$ cat config.mk
export PLATFORM = sky130hd
export DESIGN_NAME = irq_status_reg
export DESIGN_NICKNAME = d
export VERILOG_FILES = /design/src/rtl/irq_status_reg.sv
export SDC_FILE = /design/constraint.sdc
export NUM_CORES = 1
export LEC_CHECK = 0
export ABC_AREA = 0
export BUFFER_PORTS_ARGS = -buffer_cell sky130_fd_sc_hd__buf_2
export CAP_MARGIN = 20
export CORE_MARGIN = 3
export CORE_UTILIZATION = 40
export CTS_CLUSTER_DIAMETER = 60
export DETAILED_ROUTE_END_ITERATION = 10
export HOLD_SLACK_MARGIN = 0.15
export PLACE_DENSITY = 0.78
export SLEW_MARGIN = 40
export SYNTH_ARGS = -nofsm -noshare
export SYNTH_HDL_FRONTEND = slang
export SYNTH_SLANG_ARGS = --single-unit
$ cat constraint.sdc
create_clock -name clk -period 3.9 [get_ports clk]
set_input_delay 0.585 -clock clk [delete_from_list [all_inputs] [get_ports clk]]
set_output_delay 0.585 -clock clk [all_outputs]
set_load 0.02 [all_outputs]
$ cat src/rtl/irq_status_reg.sv
module irq_status_reg (
  input  logic        clk,
  input  logic        rst_n,
  input  logic        reg_wr,
  input  logic        reg_addr,
  input  logic [31:0] reg_wdata,
  output logic [31:0] reg_rdata,
  input  logic [14:0] ev_pulse,
  input  logic        link_ok,
  input  logic        wake_ev,
  input  logic        pwr_down,
  input  logic        lf_port_sel,
  input  logic        lf_enable,
  input  logic        lf_ctrl,
  input  logic [2:0]  err_code,
  input  logic [2:0]  tx_state,
  input  logic [2:0]  rx_state,
  output logic        bus_off,
  output logic        irq
);

  localparam logic [31:0] EV_BITS = (32'h1 << 28) | (32'h1 << 27) | 32'h0000_7FFF;

  logic [31:0] ev_q;
  logic [8:0]  fld_q;
  logic        link_q;
  logic [1:0]  ena_q;
  logic [31:0] set_vec, clr_vec, word;
  logic        lf_qual, sum_n, sum_a;

  assign lf_qual = !lf_port_sel && lf_enable && !lf_ctrl;

  always_comb begin
    set_vec        = '0;
    set_vec[14:0]  = ev_pulse;
    set_vec[12]    = ev_pulse[12] && lf_qual;
    set_vec[27]    = link_ok ^ link_q;
    set_vec[28]    = wake_ev && pwr_down;
  end

  assign clr_vec = (reg_wr && !reg_addr) ? reg_wdata : 32'h0;

  always_ff @(posedge clk or negedge rst_n) begin
    if (!rst_n) begin
      ev_q   <= '0;
      fld_q  <= '0;
      link_q <= 1'b0;
      ena_q  <= '0;
    end else begin
      ev_q   <= ((ev_q & ~clr_vec) | set_vec) & EV_BITS;
      fld_q  <= {err_code, tx_state, rx_state};
      link_q <= link_ok;
      if (reg_wr && reg_addr) ena_q <= {reg_wdata[16], reg_wdata[15]};
    end
  end

  assign sum_n = ev_q[0] | ev_q[2] | ev_q[6] | ev_q[28];
  assign sum_a = ev_q[1] | ev_q[3] | ev_q[5] | ev_q[7] | ev_q[8] | ev_q[9]
               | ev_q[10] | ev_q[11] | ev_q[13] | ev_q[27];

  always_comb begin
    word        = ev_q;
    word[16]    = sum_n;
    word[15]    = sum_a;
    word[25:17] = fld_q;
  end

  assign reg_rdata = reg_addr ? {15'h0, ena_q[1], ena_q[0], 15'h0} : word;
  assign bus_off   = ev_q[13];

  always_ff @(posedge clk or negedge rst_n) begin
    if (!rst_n) irq <= 1'b0;
    else        irq <= (sum_n && ena_q[1]) || (sum_a && ena_q[0]);
  end

  p_sticky_r2: assert property (@(posedge clk) disable iff (!rst_n)
    !(reg_wr && !reg_addr) |=> ((ev_q & $past(ev_q)) == $past(ev_q)));

  p_set_wins_r4: assert property (@(posedge clk) disable iff (!rst_n)
    ev_pulse[0] |=> reg_rdata[0] || reg_addr);

  p_lf_ignored_r5: assert property (@(posedge clk) disable iff (!rst_n)
    (!ev_q[12] && !lf_qual) |=> !ev_q[12]);

  p_wake_ignored_r7: assert property (@(posedge clk) disable iff (!rst_n)
    (!ev_q[28] && !pwr_down) |=> !ev_q[28]);

  p_busoff_cause_r10: assert property (@(posedge clk) disable iff (!rst_n)
    $rose(bus_off) |-> $past(ev_pulse[13]));

  p_irq_masked_r11: assert property (@(posedge clk) disable iff (!rst_n)
    (ena_q == 2'b00) |=> !irq);

endmodule

==> results of run 1 <==
[logic make-up (layout without fill, tap and decap cells)]
group | Yosys count | after routing | share of synthesized area (%)
compound gates | 18 | 18 | 10.8
buf+inv | 9 | 91 | 4.11
mux | 4 | 4 | 3.53
flops | 30 | 30 | 58.8
xor+xnor | 1 | 1 | 0.686
simple gates | 51 | 51 | 21.8
other cells | 1 | 4 | 0.294
[synthesized netlist by cell type (all sizes together)]
master	number
nor4	2
nor4bb	1
conb	1
nand3	1
a22o	2
dfrtp	30
xor2	1
clkbuf	2
nor2	1
a21o	16
buf	7
or4	1
mux2	4
nor2b	27
nand2	18
[cell type report]
| type | instances | area (um2) | area share, % |
|---|---|---|---|
| Sequential cell | 30 | 751 | 42.5 |
| Tap cell | 42 | 52.6 | 2.97 |
| Multi-Input combinational cell | 78 | 485 | 27.5 |
| Timing Repair Buffer | 83 | 418 | 23.7 |
| Clock buffer | 7 | 55.1 | 3.12 |
| Clock inverter | 1 | 5.00 | 0.283 |
[flip-flops by register name (all words and copies together), names as in the netlist]
name	cells
ena_q	2
ev_q	17
fld_q	9
irq	1
link_q	1
[final timing paths]
path / start / endpoint / slack (ps) / cells past startpoint
max: ev_q[0]$_DFF_PN0_ / reg_rdata[16] / 1640 / 3
min: rst_n / ev_q[4]$_DFF_PN0_ / 280 / 1
max reg2reg: ev_q[0]$_DFF_PN0_ / irq$_DFF_PN0_ / 2610 / 2
min reg2reg: ev_q[14]$_DFF_PN0_ / ev_q[14]$_DFF_PN0_ / 480 / 1
max in group asynchronous: rst_n / ev_q[11]$_DFF_PN0_ / 3190 / 1
min in group clk: rx_state[0] / fld_q[0]$_DFF_PN0_ / 360 / 1
[layout by cell type (no fill, tap or decap), drive strengths merged]
master  instances
or4             1
nand2          18
xor2            1
buf            83
mux2            4
nor2b          27
dfrtp          30
nor4bb          1
a21o           16
nor4            2
clkinv          1
a22o            2
clkbuf          7
nor2            1
nand3           1
conb            4
[where the power goes]
group          leakage (uW)  internal (uW)  switching, uW
Clock             0.0000353           87.2            101
Sequential         0.000315            332           11.0
Combinational      0.000517           56.8           71.6
[layer usage]
metal	routed length, um	part of all wire (%)	track usage (%)	vias to the layer above
met4	59	1.9	5.79	0
li1	-	-	-	534
met2	1430	47	26.9	62
met3	326	11	7.37	7
met1	1210	40	18.9	474
met5	0	0	0	-
[critical path, cell delays in order (launching register included)]
cell     delay (ps)
dfrtp_1         400
or4_4           540
mux2_2          260
buf_2           160
[stage by stage]
| stage | setup slack (ps) | cell area (um2) | instances | hold WS, ps | utilization, % |
|---|---|---|---|---|---|
| after floorplan | 2050 | 1290 | 117 | 289 | - |
| after global placement | 1770 | 1710 | 233 | 450 | 58.8 |
| after detailed placement | 1740 | 1710 | 233 | 460 | 58.8 |
| after CTS | 1570 | 1770 | 241 | 286 | 60.9 |
| after global routing | 1490 | 1770 | 241 | 309 | 60.9 |
| final | 1640 | 1770 | 241 | 278 | 60.9 |
==> results.md, run 1 <==
- DIE HEIGHT: 62.5 um
- Synth Instances: 114
- Power Total: 660 uW
- Post-CTS sizing: 0
- Vias in the first global route: 1,068
- Clock transition at path regs: 90 ps
- Post-Route WL: 3030 um
- Overflow after GRT: 0
- Initial DRC Count: 18
- Top-area cell type share of the netlist area: around three fifths
- Diode count: 0
- Clk Tree Root Cell: clkbuf_4
- Ys Warns: 0
- Final Setup Violations: 0
- CTS H-tree depth: 2
- Syn avg cell area: 11.2 um2
- Routed vias/inst: 4.47
- Final net count: 264
- I/O pins: 100
- Final min period: approximately 2300 ps
- Fillcell total: 260
- Fin crit share: 58.1%
- Die Wd: 62.5 um
- Crit. End Element: output port
- Final Max Tran Viols: 0
- Initial antenna violation count: 0
- Worst-Margin Slew: 648 ps
- Pre-Repair DR Iteration Count: 3
- IO Port Bufs: 82
- Register bit total from synthesis: 30
- Postcts setup bufs: 0
- CP arrival: 1680 ps
- CTS tree: built
- Hold Crit Class: input port to asynchronous set/reset pin
- DRT antenna net count: 0
- Full die area: roughly 3900 um2
- Initial core utilization: 44.0%
- Total track usage: 16.4%
- Leak: around 0.00087 uW
- Post-DR wirelength/cell: ~13 um
- FP Rows: 19
- Netlist cell types: 16
- Max-Cap Viols: 0
- Clock skew: approximately 10 ps
- Global-route wire length before repair: 4960 um
- Worst setup path class: flip-flop to output port
- Clock Sinks: 30
- Setup TNS Final: 0 ps
- RePlAce Congestion: 0.706
- Largest net degree at the start of global routing: 31
- Power Dens Cells: 373 nW/um2
- Run status: complete, no violations
- Worst-Skew Late Latency: 320 ps
- Synth top area cells: dfrtp_1 59%, nor2b_1 13%, a21o_1 9.4%, nand2_1 5.3%, mux2_2 3.5%
- Layout cells sized above 1: 47.7%
- Final hold vios: 0
- Hold Buf Count CTS: 0
- Slew HR: about 57%
- Sequential cell area fraction in the yosys report: 58.8%
- DP HPWL: 2330 um
- Post-synthesis instance area: about 1300 um2
- Peak Freq: 442 MHz
- Worst vdd ir: 0.250 mV
- Routed vias: approximately 1,100
- RSZ-0062 raised after global routing: false
- CP Max Fanout: 3
- CTS max path bufs: 2
- CTS Buf Count: 5
- Dominant cell type by area after synthesis: dfrtp_1
- Setup crit start kind: flip-flop
- CORE AREA: approximately 2900 um2
- Area grow syn2layout: 38.3%
- Worst path required time: 3310 ps
- DRC: 0
No activity file was read; power rests on OpenSTA's default activity.
==> run 2, diff against run 1 <==
--- a/config.mk
+++ b/config.mk
@@ -9,11 +9,11 @@
 export BUFFER_PORTS_ARGS = -buffer_cell sky130_fd_sc_hd__buf_2
 export CAP_MARGIN = 20
 export CORE_MARGIN = 3
-export CORE_UTILIZATION = 40
+export CORE_UTILIZATION = 39
 export CTS_CLUSTER_DIAMETER = 60
 export DETAILED_ROUTE_END_ITERATION = 10
 export HOLD_SLACK_MARGIN = 0.15
-export PLACE_DENSITY = 0.78
+export PLACE_DENSITY = 0.76
 export SLEW_MARGIN = 40
 export SYNTH_ARGS = -nofsm -noshare
 export SYNTH_HDL_FRONTEND = slang
==> constraint.sdc (replaced) <==
create_clock -name clk -period 2.4 [get_ports clk]
set_input_delay 0.36 -clock clk [delete_from_list [all_inputs] [get_ports clk]]
set_output_delay 0.36 -clock clk [all_outputs]
set_load 0.02 [all_outputs]
==> run 2 against run 1 <==
Count of clock-buffer cells in the layout is 1 lower. Worst setup slack got worse by 1300 ps. Combinational power rose by 74%. Largest cell class unchanged.
==> results.md, run 2 (synthesis gave the netlist of run 1 again) <==
- Fin worst setup slack: 345 ps (was 1640 ps)
- R2r startpoint: ev_q[0]$_DFF_PN0_ (unchanged)
- Layout cells sized above 1: 45.7% (was 47.7%)
- Run status: complete, no violations (unchanged)
- Crit. End Element: output port (unchanged)
- Total track usage: 17.9% (was 16.4%)
- Setup crit start kind: flip-flop (unchanged)
- Area grow syn2layout: 47.4% (was 38.3%)
- Family with the most delay on the worst path: simple AND/OR/NAND/NOR gates (unchanged)
- CORE AREA: 3080 um2 (was 2900 um2)
- CTS Buf Count: 5 (unchanged)
- Reg-to-reg setup timing slack: 1120 ps (was 2610 ps)
- Hold Crit Class: input port to flip-flop (was input port to asynchronous set/reset pin)
- Vias in the first global route: 1,247 (was 1,068)
- Routed vias: 1,128 (was 1,077)
- Worst slack, placed: 686 ps (was 1740 ps)
- Biggest regs: ev_q (17), fld_q (9), ena_q (2) (unchanged)
- Max reg flops: 17 (unchanged)
- Clock transition at path regs: 100 ps (was 90 ps)
- Final hold vios: 0 (unchanged)
- Worst path required time: 2040 ps (was 3310 ps)
- CTS tree: built (unchanged)
- Final Max Tran Viols: 0 (unchanged)
- Slowest stage delay, CP: 400 ps (was 540 ps)
- Slew HR: 55.8% (was 56.8%)
- Routed vias/inst: 4.44 (was 4.47)
- Worst r2r path cells: 2 (unchanged)
- Pre-Repair DR Iteration Count: 2 (was 3)
- Setup crit start: ev_q[27]$_DFF_PN0_ (was ev_q[0]$_DFF_PN0_)
- Initial DRC Count: 24 (was 18)
- Clock skew: 5.91 ps (was 10.0 ps)
- Power Dens Cells: 582 nW/um2 (was 373 nW/um2)
- Worst setup path class: flip-flop to output port (unchanged)
- Leak: 0.000913 uW (was 0.000868 uW)
- CTS max path bufs: 2 (unchanged)
- Largest net degree at the start of global routing: 31 (unchanged)
- Final core utilization: 61.2% (was 60.9%)
- Most frequent cells in the layout: 82 x buf_2, 30 x dfrtp_1, 27 x nor2b_1 (unchanged)
- Worst path bufs/invs: 1 (unchanged)
- Slowest cell on the critical path: dfrtp_1 (was or4_4)
- Clk Tree Root Cell: clkbuf_4 (unchanged)
- IO Port Bufs: 82 (unchanged)
- RePlAce Congestion: 0.769 (was 0.706)
- Initial core utilization: 41.5% (was 44.0%)
- Worst-Skew Late Latency: 330 ps (was 320 ps)
- Post-DR wirelength/cell: 13.0 um (was 12.6 um)
- DRT antenna net count: 0 (unchanged)
- DP HPWL: 2410 um (was 2330 um)
- Setup TNS Final: 0 ps (unchanged)
- DIE HEIGHT: 63.2 um (was 62.5 um)
- CP Max Fanout: 3 (unchanged)
- Full die area: 4000 um2 (was 3910 um2)
- Diode count: 0 (unchanged)
- CTS H-tree depth: 2 (unchanged)
- Max-Cap Viols: 0 (unchanged)
- CP endpoint: reg_rdata[15] (was reg_rdata[16])
- Initial antenna violation count: 0 (unchanged)
- CP arrival: 1690 ps (was 1680 ps)
- Worst vdd ir: 0.399 mV (was 0.250 mV)
- Overflow after GRT: 0 (unchanged)
- Final min period: 2050 ps
- Final net count: 275 (was 264)
- RSZ-0062 raised after global routing: false (unchanged)
- Fin crit share: 85.6%
- Cell Chain, Critical Path: nor4_1, nand3_1, mux2_2, buf_2 (was or4_4, mux2_2, buf_2)
- Clock Sinks: 30 (unchanged)
- DRC: 0 (unchanged)
- Post-CTS sizing: 0 (unchanged)
- Peak Freq: 487 MHz
- FP Rows: 20 (was 19)
- CP Depth: 4 (was 3)
- Final Setup Violations: 0 (unchanged)
- Most common cell after layout, fill and taps aside: buf_2 (unchanged)
- Biggest register: ev_q (unchanged)
- Global-route wire length before repair: 5530 um (was 4960 um)
- Worst r2r dst: irq$_DFF_PN0_ (unchanged)
- Die Wd: 63.2 um (was 62.5 um)
- Worst-Margin Slew: 662 ps (was 648 ps)
- I/O pins: 100 (unchanged)
- Post-Route WL: 3300 um (was 3030 um)
[run 2: per-stage QoR]
stage	cell area, um2	cells	power [uW]	hold slack, ps
after floorplan	1290	117	684	64.4
after global placement	1710	235	771	419
after detailed placement	1710	235	779	427
after CTS	1880	254	1110	185
after global routing	1880	254	1160	175
final	1880	254	1100	201
[run 2: area by class of cell]
class | count | area, um2
well taps | 44 | 55.1
flip-flops and latches | 30 | 751
multi-input cells | 78 | 485
clock buffers | 6 | 51.3
clock inverters | 2 | 12.5
fillers | 282 | 1190
repair buffers | 94 | 528
[run 2: power by group]
part           leakage, uW  internal (uW)  switching [uW]
registers         0.000315            539            18.7
clock network    0.0000343            141             174
logic             0.000563            104             119
[run 2: worst min path at each step]
stage                            start              endpoint  slack [ps]  cells after the start
after global placement           rst_n    ev_q[12]$_DFF_PN0_         420                      1
after detailed placement         rst_n    ev_q[12]$_DFF_PN0_         430                      1
after CTS                  ev_pulse[6]     ev_q[6]$_DFF_PN0_         190                      2
final                     ev_pulse[13]    ev_q[13]$_DFF_PN0_         200                      2
after global routing      ev_pulse[13]    ev_q[13]$_DFF_PN0_         180                      2
after floorplan                  rst_n  ena_q[0]$_DFFE_PN0P_          60                      0
[run 2: per-layer routing]
layer | GRT usage, % | vias to the layer above | share of wire [%] | wire length (um)
met5 | 0 | - | 0 | 0
li1 | - | 553 | - | -
met1 | 17.1 | 515 | 36 | 1180
met3 | 7.13 | 5 | 8.7 | 287
met2 | 34.5 | 55 | 54 | 1780
met4 | 5.66 | 0 | 1.2 | 40
[run 2: what timing repair did]
item                                   4_1_cts  5_1_grt
hold buffers                                11        0
setup buffers                                0        0
endpoints found under the hold margin       40        0
==> run 3, diff against run 2 <==
--- a/config.mk
+++ b/config.mk
@@ -8,12 +8,14 @@
 export ABC_AREA = 0
 export BUFFER_PORTS_ARGS = -buffer_cell sky130_fd_sc_hd__buf_2
 export CAP_MARGIN = 20
+export CELL_PAD_IN_SITES_DETAIL_PLACEMENT = 0
+export CELL_PAD_IN_SITES_GLOBAL_PLACEMENT = 1
 export CORE_MARGIN = 3
-export CORE_UTILIZATION = 39
+export CORE_UTILIZATION = 27
 export CTS_CLUSTER_DIAMETER = 60
 export DETAILED_ROUTE_END_ITERATION = 10
 export HOLD_SLACK_MARGIN = 0.15
-export PLACE_DENSITY = 0.76
+export PLACE_DENSITY = 0.75
 export SLEW_MARGIN = 40
 export SYNTH_ARGS = -nofsm -noshare
 export SYNTH_HDL_FRONTEND = slang
==> run 3 against run 2 <==
Non-clock buffer count decreased by 10. Fmax increased by 3.1%. Clock skew decreased by 1.5 ps. Hold slack got worse by 16 ps. Critical path depth decreased by 1. Sequential power about the same. Sequential share of layout area increased by 0.95 points. Critical path type unchanged. Critical endpoint is now reg_rdata[16]. Largest cell class unchanged.
==> results.md, run 3 (synthesis gave the netlist of run 1 again) <==
- Family with the most delay on the worst path: simple AND/OR/NAND/NOR gates (unchanged)
- Setup crit start: ev_q[0]$_DFF_PN0_ (was ev_q[27]$_DFF_PN0_)
- DRC: 0 (unchanged)
- Clock transition at path regs: 60 ps (was 100 ps)
- Max-Cap Viols: 0 (unchanged)
- Clock Sinks: 30 (unchanged)
- Power Dens Cells: 674 nW/um2 (was 582 nW/um2)
- Biggest register: ev_q (unchanged)
- Area of the multi-input gates: 485 um2 (unchanged)
- I/O pins: 100 (unchanged)
- DRT antenna net count: 0 (unchanged)
- RePlAce Congestion: 0.711 (was 0.769)
- Most frequent cells in the layout: 82 x buf_2, 30 x dfrtp_1, 27 x nor2b_1 (unchanged)
- CP Max Fanout: 3 (unchanged)
- CTS H-tree depth: 2 (unchanged)
- Final net count: 265 (was 275)
- Layout cells sized above 1: 48.0% (was 45.7%)
- Most common cell after layout, fill and taps aside: buf_2 (unchanged)
- Biggest regs: ev_q (17), fld_q (9), ena_q (2) (unchanged)
- Max reg flops: 17 (unchanged)
- Worst path required time: 2040 ps (about the same)
- Diode count: 0 (unchanged)
- Area grow syn2layout: 44.0% (was 47.4%)
- Global-route wire length before repair: 4910 um (was 5530 um)
- Leak: 0.000894 uW (was 0.000913 uW)
- Post-Route WL: 3170 um (was 3300 um)
- Power Total: 1240 uW (was 1100 uW)
- Initial antenna violation count: 0 (unchanged)
- Worst-Skew Late Latency: 270 ps (was 330 ps)
- Initial core utilization: 28.6% (was 41.5%)
- Slowest stage delay, CP: 540 ps (was 400 ps)
- Sequential cell area: 751 um2 (unchanged)
- Worst-Margin Slew: 678 ps (was 662 ps)
- Slew HR: 54.8% (was 55.8%)
- Peak Freq: 502 MHz (was 487 MHz)
- CTS Buf Count: 5 (unchanged)
- Clk Tree Root Cell: clkbuf_8 (was clkbuf_4)
- Clock skew: 4.38 ps (was 5.91 ps)
- Initial DRC Count: 42 (was 24)
- Vias in the first global route: 1,092 (was 1,247)
- Post-CTS sizing: 0 (unchanged)
- Final Setup Violations: 0 (unchanged)
- CTS tree: built (unchanged)
- CORE AREA: 4470 um2 (was 3080 um2)
- Routed vias: 1,086 (was 1,128)
- Pre-Repair DR Iteration Count: 4 (was 2)
- Final hold vios: 0 (unchanged)
- Fin crit share: 83.1% (was 85.6%)
- Final min period: 1990 ps (was 2050 ps)
- Total track usage: 12.1% (was 17.9%)
- R2r startpoint: ev_q[0]$_DFF_PN0_ (unchanged)
- Slowest cell on the critical path: or4_4 (was dfrtp_1)
- Full die area: 5590 um2 (was 4000 um2)
- CP Depth: 3 (was 4)
- Hold Crit Start: rx_state[1] (was ev_pulse[13])
- Setup crit start kind: flip-flop (unchanged)
- Worst r2r path cells: 2 (unchanged)
- CTS max path bufs: 2 (unchanged)
- Worst path bufs/invs: 1 (unchanged)
- Final Max Tran Viols: 0 (unchanged)
- Worst setup path class: flip-flop to output port (unchanged)
- Worst vdd ir: 0.368 mV (was 0.399 mV)
- Post-DR wirelength/cell: 12.6 um (was 13.0 um)
- DIE HEIGHT: 74.8 um (was 63.2 um)
- Setup TNS Final: 0 ps (unchanged)
- IO Port Bufs: 82 (unchanged)
- Die Wd: 74.8 um (was 63.2 um)
- Hold Crit Class: input port to flip-flop (unchanged)
- Routed vias/inst: 4.31 (was 4.44)
- DP HPWL: 2330 um (was 2410 um)
- FP Rows: 24 (was 20)
- CP arrival: 1630 ps (was 1690 ps)
- Overflow after GRT: 0 (unchanged)
- Hold depth: 1 (was 2)
- Fillcell total: 452 (was 282)
- Largest net degree at the start of global routing: 31 (unchanged)
- Run status: complete, no violations (unchanged)
- Crit. End Element: output port (unchanged)
- RSZ-0062 raised after global routing: false (unchanged)
- Cell Chain, Critical Path: or4_4, mux2_2, buf_2 (was nor4_1, nand3_1, mux2_2, buf_2)
[run 3: final timing paths]
| check | to | slack [ps] |
|---|---|---|
| min reg2reg | ev_q[14]$_DFF_PN0_ | 470 |
| min | fld_q[1]$_DFF_PN0_ | 180 |
| min in group asynchronous | ev_q[27]$_DFF_PN0_ | 650 |
| max | reg_rdata[16] | 410 |
| max in group asynchronous | ev_q[6]$_DFF_PN0_ | 1310 |
| max reg2reg | irq$_DFF_PN0_ | 1120 |
[run 3: report_power, final]
group / total [uW] / internal [uW] / switching (uW)
registers: 558 / 540 / 18.4
logic: 209 / 93.2 / 116
clock network: 472 / 289 / 182
[run 3: what timing repair did]
item | 4_1_cts | 5_1_grt
setup endpoints to repair | 0 | 0
hold buffers | 1 | 0
setup buffers | 0 | 0
endpoints found under the hold margin | 30 | 0
[run 3: through the flow]
stage	setup WS [ps]	utilization [%]	hold slack, ps	std cells	cell area [um2]
after CTS	373	41.1	172	252	1840
after global routing	331	41.1	166	252	1840
after global placement	567	38.4	440	243	1720
after floorplan	829	-	64.4	117	1290
final	406	41.1	185	252	1840
after detailed placement	557	38.4	448	243	1720
[run 3: area by class of cell]
type / instances / area share [%]
sequential: 30 / 40.8
clock buffer: 8 / 5.99
multi-input combinational: 78 / 26.4
tap: 52 / 3.54
timing repair buffer: 84 / 23.3
[run 3: per-layer routing]
| layer | share of wire (%) | track usage, % | wire length, um |
|---|---|---|---|
| met1 | 42 | 14.4 | 1340 |
| met2 | 44 | 18.0 | 1390 |
| met3 | 12 | 6.68 | 387 |
| met4 | 1.7 | 5.34 | 54 |
| met5 | 0 | 0 | 0 |
